$ cat src/rtl/irq_gate_pkg.sv
package irq_gate_pkg;

    // Registered gate state: enable flop and pending latch
    typedef struct packed {
        logic en;
        logic pend;
    } gate_state_t;

    localparam gate_state_t GATE_RESET = '{en: 1'b0, pend: 1'b0};

endpackage

$ cat src/rtl/irq_edge_det.sv
module irq_edge_det #(
    parameter int W = 1
) (
    input  logic         clk,
    input  logic         rst_n,
    input  logic [W-1:0] level_i,
    output logic [W-1:0] rise_o
);

    typedef struct packed {
        logic [W-1:0] prev;
    } edge_state_t;

    edge_state_t st_d, st_q;

    always_comb begin
        st_d      = st_q;
        st_d.prev = level_i;
    end

    for (genvar i = 0; i < W; i++) begin : g_bit
        assign rise_o[i] = level_i[i] & ~st_q.prev[i];
    end

    always_ff @(posedge clk or negedge rst_n) begin
        if (!rst_n) st_q <= '0;
        else        st_q <= st_d;
    end

endmodule

$ cat src/rtl/irq_access_dec.sv
module irq_access_dec #(
    parameter int                ADDR_W  = 4,
    parameter logic [ADDR_W-1:0] OFS_ENA = 'hB,
    parameter logic [ADDR_W-1:0] OFS_CLR = 'hF
) (
    input  logic              clk,
    input  logic              rst_n,
    input  logic              bus_cs,
    input  logic              bus_rd,
    input  logic              bus_wr,
    input  logic [ADDR_W-1:0] bus_addr,
    output logic              en_set_o,
    output logic              en_clr_o,
    output logic              pend_clr_o,
    output logic              rd_claim_o
);

    localparam int STB_W = 2;
    localparam int IDX_WR = 0;
    localparam int IDX_RD = 1;

    logic [STB_W-1:0] stb_lvl;
    logic [STB_W-1:0] stb_rise;
    logic             hit_ena;
    logic             hit_clr;

    assign stb_lvl[IDX_WR] = bus_cs & bus_wr;
    assign stb_lvl[IDX_RD] = bus_cs & bus_rd;

    irq_edge_det #(.W(STB_W)) u_stb_edge (
        .clk     (clk),
        .rst_n   (rst_n),
        .level_i (stb_lvl),
        .rise_o  (stb_rise)
    );

    always_comb begin
        hit_ena    = (bus_addr == OFS_ENA);
        hit_clr    = (bus_addr == OFS_CLR);
        en_set_o   = stb_rise[IDX_WR] & hit_ena;
        en_clr_o   = stb_rise[IDX_RD] & hit_ena;
        pend_clr_o = (stb_rise[IDX_WR] | stb_rise[IDX_RD]) & hit_clr;
        rd_claim_o = stb_lvl[IDX_RD] & (hit_ena | hit_clr);
    end

endmodule

$ cat src/rtl/irq_gate_core.sv
module irq_gate_core
    import irq_gate_pkg::*;
(
    input  logic clk,
    input  logic rst_n,
    input  logic en_set_i,
    input  logic en_clr_i,
    input  logic pend_clr_i,
    input  logic evt_any_i,
    output logic en_o,
    output logic pend_o,
    output logic irq_o
);

    gate_state_t st_d, st_q;

    always_comb begin
        st_d = st_q;
        // disable has priority over enable when both rise together
        if (en_clr_i)      st_d.en = 1'b0;
        else if (en_set_i) st_d.en = 1'b1;
        // a fresh event overrides a clear in the same cycle
        if (pend_clr_i)    st_d.pend = 1'b0;
        if (evt_any_i)     st_d.pend = 1'b1;
    end

    always_ff @(posedge clk or negedge rst_n) begin
        if (!rst_n) st_q <= GATE_RESET;
        else        st_q <= st_d;
    end

    assign en_o   = st_q.en;
    assign pend_o = st_q.pend;
    assign irq_o  = st_q.en & st_q.pend;

endmodule

$ cat src/rtl/irq_gate_top.sv
module irq_gate_top #(
    parameter int                ADDR_W  = 4,
    parameter int                DATA_W  = 8,
    parameter int                NUM_EVT = 3,
    parameter logic [ADDR_W-1:0] OFS_ENA = 'hB,
    parameter logic [ADDR_W-1:0] OFS_CLR = 'hF
) (
    input  logic               clk,
    input  logic               rst_n,
    input  logic               bus_cs,
    input  logic               bus_rd,
    input  logic               bus_wr,
    input  logic [ADDR_W-1:0]  bus_addr,
    input  logic [NUM_EVT-1:0] evt_in,
    output logic [DATA_W-1:0]  bus_rdata,
    output logic               bus_rd_claim,
    output logic               irq_req
);

    logic               en_set;
    logic               en_clr;
    logic               pend_clr;
    logic [NUM_EVT-1:0] evt_rise;
    logic               evt_any;
    logic               en_q;
    logic               pend_q;

    irq_access_dec #(
        .ADDR_W  (ADDR_W),
        .OFS_ENA (OFS_ENA),
        .OFS_CLR (OFS_CLR)
    ) u_dec (
        .clk        (clk),
        .rst_n      (rst_n),
        .bus_cs     (bus_cs),
        .bus_rd     (bus_rd),
        .bus_wr     (bus_wr),
        .bus_addr   (bus_addr),
        .en_set_o   (en_set),
        .en_clr_o   (en_clr),
        .pend_clr_o (pend_clr),
        .rd_claim_o (bus_rd_claim)
    );

    irq_edge_det #(.W(NUM_EVT)) u_evt_edge (
        .clk     (clk),
        .rst_n   (rst_n),
        .level_i (evt_in),
        .rise_o  (evt_rise)
    );

    assign evt_any = |evt_rise;

    irq_gate_core u_core (
        .clk        (clk),
        .rst_n      (rst_n),
        .en_set_i   (en_set),
        .en_clr_i   (en_clr),
        .pend_clr_i (pend_clr),
        .evt_any_i  (evt_any),
        .en_o       (en_q),
        .pend_o     (pend_q),
        .irq_o      (irq_req)
    );

    // no readable state: claimed reads return zero
    assign bus_rdata = '0;

endmodule

$ cat config.mk
export PLATFORM = sky130hd
export DESIGN_NAME = irq_gate_top
export DESIGN_NICKNAME = d
export VERILOG_FILES = /design/src/rtl/irq_gate_pkg.sv /design/src/rtl/irq_edge_det.sv /design/src/rtl/irq_access_dec.sv /design/src/rtl/irq_gate_core.sv /design/src/rtl/irq_gate_top.sv
export SDC_FILE = /design/constraint.sdc
export NUM_CORES = 1
export LEC_CHECK = 0
export BUFFER_PORTS_ARGS = -buffer_cell sky130_fd_sc_hd__buf_2
export CORE_AREA = 2 2 39 41
export DETAILED_ROUTE_END_ITERATION = 7
export DIE_AREA = 0 0 41 43
export PLACE_DENSITY_LB_ADDON = 0.3
export SYNTH_ARGS = -nofsm -noshare
export SYNTH_HDL_FRONTEND = slang
export SYNTH_SLANG_ARGS = --single-unit
$ cat constraint.sdc
create_clock -name clk -period 2.8 [get_ports clk]
set_input_delay 0.42 -clock clk [delete_from_list [all_inputs] [get_ports clk]]
set_output_delay 0.42 -clock clk [all_outputs]
set_load 0.005 [all_outputs]
* Word level (Yosys, flattened, before mapping)
Index checks and enable logic that the tools add are counted.
** Word-level totals
- Register bits :: 7
- Bits of input ports :: 12
- Output and inout bits :: 10
- Word-level logic and storage cells :: 32
** Operators by class
- Eq/ne operators :: 2
- Multiplexer cells :: 4
- Bitwise operators :: 19
- Reductions and logical operators :: 3
** Operators by type and width (count)
- 1-bit AND :: 12
- 4-bit equality test, second input constant :: 2
- 1-bit inverter :: 5
- 1-bit two-way mux :: 4
- 2-bit nonzero test :: 2
- 3-bit OR reduction :: 1
- 1-bit OR :: 2

* Logic depth before layout (Yosys ltp)
- Depth after elaboration :: 6
- Mapped depth :: 3
- Depth with buffers taken out :: 3

* Modules after synthesis
A second synthesis with hierarchy kept.
** Second synthesis, totals
- Cells, all modules :: 36
- Area, all modules :: 390.4 um2
** Modules (own cells, without submodules)
- irq_edge_det at u_evt_edge :: instances 1, cells an instance 6, area an instance 116.4 um2, sequential area each 75.1 um2
- irq_edge_det at u_dec.u_stb_edge :: instances 1, cells an instance 4, area an instance 77.6 um2, sequential area each 50.0 um2
- irq_gate_core :: instances 1, cells an instance 7, area an instance 75.1 um2, sequential area each 50.0 um2
- irq_gate_top :: instances 1, cells an instance 10, area an instance 70.1 um2, sequential area each 0.0 um2
- irq_access_dec :: instances 1, cells an instance 9, area an instance 51.3 um2, sequential area each 0.0 um2

* Worst setup path before layout
OpenSTA, ideal clock, no wires.
- Kind :: input port to output port
- From :: in bus_addr[3]
- To :: out bus_rd_claim
- Arrival time :: 659 ps
- Required time :: 2380 ps
- Slack :: 1721 ps
- Stages on the path :: 2
- Path buffers :: 0
- Path through :: nand4_2 -> nor2_1
** On the way
- Longest elaborated chain between the ends :: 3
- Elaborated cells between the ends (all ways) :: 4
- Those cells by class :: eq/ne (2); bitwise (2)
** RTL lines
- from (decl) :: line irq_gate_top.sv:13 : input logic [ADDR_W-1:0] bus_addr,
- 4-bit equality test, on equally long branches :: line irq_access_dec.sv:38, irq_access_dec.sv:39
- 1-bit OR (*) :: line irq_access_dec.sv:43 : rd_claim_o = stb_lvl[IDX_RD] & (hit_ena | hit_clr);
- 1-bit AND (*) :: line irq_access_dec.sv:43
- to (decl) :: line irq_gate_top.sv:16 : output logic bus_rd_claim,
Every way passes the cells marked *; elsewhere a longest branch is shown, timed or not.

* Worst setup path in the final report
- From :: reg u_core.st_q, in the netlist u_core.en_o
- To :: out irq_req
** On the way
- Longest elaborated chain between the ends :: 1
** RTL lines
- from (decl) :: line irq_gate_core.sv:15 : gate_state_t st_d, st_q;
- from (signal assigned) :: line irq_gate_core.sv:29 : else st_q <= st_d;
- 1-bit AND :: line irq_gate_core.sv:34 : assign irq_o = st_q.en & st_q.pend;
- to (decl) :: line irq_gate_top.sv:17 : output logic irq_req
No other way between the ends.

==> run summary <==
Vias/cell - 3.72
Core footprint - 0.00138 mm^2
H-Tree Depth - 1
CTS Hold Bufs - 1
Drt initial violations - 10
Critical Path RT - 2.38 ns
DRC - 0
ANT nets after route - 0
Fin crit share - 0.468
Number of I/O pins - 22
Initial antenna violation count - 0
Post-Syn Area per Cell - 10.3 um^2
Crit-path max FO - 2
VDD IR max - 0.324 mV
Power per cell area - 533 mW/mm^2
CP arrival - 0.89 ns
Post-Route WL - 540 um
Synthesized flop and latch total - 7
Reg2Reg Launch Point - u_dec.u_stb_edge.st_q[1]$_DFF_PN0_
Clock latency on the worst-skew pair - 0.25 ns
Setup WS pre-CTS - 1.52 ns
GP Congestion - 0.644
Status - finished clean
Cts repair resizes - 0
Setup bufs post-CTS - 0
Clk_skew - 0.00401 ns
MaxCap Viol Count - 0
Hold Startpoint - evt_in[1]
Final #Nets - 64
Clock buffer count from CTS - 3
RSZ-0062 raised after global routing - no
Final WS setup - 1.49 ns
CTS clk-pin slew, worst paths - 0.05 ns
Final Hold Viols - 0
Slowest-stage cell, CP - dfrtp_1
Ant diodes - 0
FMAX - 0.763 GHz
Pleak - 0.000246 uW
GRT Total Usage - 0.0800
GR Overflow Total - 0
Row Count - 14
Synth-to-Final Area Change - 25.1%
Crit. End Element - primary output
Drt pass-1 iters - 4
Vias in the first global route - 241
Distinct cells, synth - 14
Chip Height - 43 um
CP Cell Sequence - and2_1 > buf_2
Root buf cell - clkbuf_4
Cells after synthesis - 34
WL per Instance - 8.06 um
Total power - 233 uW
Post-Syn Area - 349 um^2
Layout cells sized above 1 - 0.373
CTS tree - built
Clk buf depth - 2
Final max-slew violation count - 0
Dpl hpwl - 442 um
First-pass GRT wire length - 890 um
Register area share after synthesis - 0.502
Synthesis Warnings - 0
HP Class - in -> reg
Die area - 0.00176 mm^2
Slowest stage delay, CP - 0.38 ns
Starting Density - 0.252
Minimum clock period - 1.31 ns
Die W - 41 um
I/O Buffers - 13
Largest net degree at the start of global routing - 8
Critical Setup Path Class - reg -> out
Setup Viol. Count Final - 0
Via count - 249
Crit path from - u_core.en_o$_DFFE_PN0P_
CP Launch Type - flip-flop
Setup TNS - 0 ns
Clock sink count - 7
==> power breakdown <==
part	switching, uW	internal (uW)
Clock	36.4	54.3
Sequential	2.62	109
Combinational	14.6	16.4
Total	53.6	179
==> routing by layer <==
layer	vias to the layer above	track usage	wire, um
met4	0	0.0400	0
met1	105	0.0927	219
met3	0	0.0628	69
li1	127	-	-
met2	17	0.103	251
met5	-	0	0
==> state kept, by name, summed over array words and instances, names as in the netlist <==
signal	flops
u_dec.u_stb_edge.st_q	2
u_evt_edge.st_q	3
u_core.en_o	1
u_core.pend_o	1
==> critical path: cells and delay by family (launching register included) <==
family                 cells  cell delay [ns]
AND/OR/NAND/NOR            1             0.15
flip-flops                 1             0.38
buffers and inverters      1             0.12
==> stage by stage <==
step,util,area (um^2),hold WS [ns],instances
final,0.316,437,0.288,67
after global routing,0.316,437,0.272,67
after CTS,0.316,437,0.279,67
after detailed placement,0.289,400,0.258,62
after global placement,0.289,400,0.261,62
after floorplan,-,375,0.124,41
==> Yosys cell counts (all sizes together) <==
cell / instances / area share
a211oi: 1 / 0.022
a222oi: 1 / 0.029
and2: 3 / 0.061
buf: 8 / 0.17
conb: 1 / 0.011
dfrtp: 7 / 0.50
inv: 6 / 0.065
nand2b: 2 / 0.036
nand4: 1 / 0.036
nor2: 1 / 0.011
nor3: 1 / 0.014
o21ai: 1 / 0.014
o32a: 1 / 0.029
==> worst paths after layout <==
kind                                                       to  slack, ns  cells past startpoint
max in group asynchronous  u_dec.u_stb_edge.st_q[0]$_DFF_PN0_       2.12                      2
max reg2reg                         u_core.pend_o$_DFFE_PN0P_       1.84                      3
min in group asynchronous        u_evt_edge.st_q[2]$_DFF_PN0_       0.53                      2
min                              u_evt_edge.st_q[1]$_DFF_PN0_       0.29                      1
min reg2reg                           u_core.en_o$_DFFE_PN0P_       0.51                      1
max                                                   irq_req       1.49                      2
==> cell type report <==
cell class,count,area [um^2]
inverters,6,22.5
multi-input cells,20,118
flip-flops and latches,7,175
fillers,152,947
well taps,16,20.0
clock buffers,4,26.3
repair buffers,14,75.1
==> logic make-up (layout without fill, tap and decap cells) <==
| kind of cell | count (synthesis) | count (layout) | synth area share |
|---|---|---|---|
| buffers and inverters | 14 | 24 | 0.237 |
| AND/OR/NAND/NOR | 8 | 8 | 0.158 |
| flip-flops | 7 | 7 | 0.502 |
| AO/OA/AOI/OAI | 4 | 4 | 0.0932 |
| other | 1 | 8 | 0.0107 |
==> cell usage in the layout (no fill, tap or decap) <==
| cell | count |
|---|---|
| dlygate4sd3_1 | 1 |
| nor3_1 | 1 |
| o32a_1 | 1 |
| o21ai_0 | 1 |
| a222oi_1 | 1 |
| conb_1 | 8 |
| buf_2 | 13 |
| nand2b_1 | 2 |
| clkbuf_4 | 3 |
| nor2_1 | 1 |
| inv_1 | 6 |
| nand4_2 | 1 |
| a211oi_1 | 1 |
| and2_1 | 1 |
| dfrtp_1 | 7 |
| clkbuf_1 | 1 |
| and2_2 | 2 |
(Power assumes the default switching activity.)
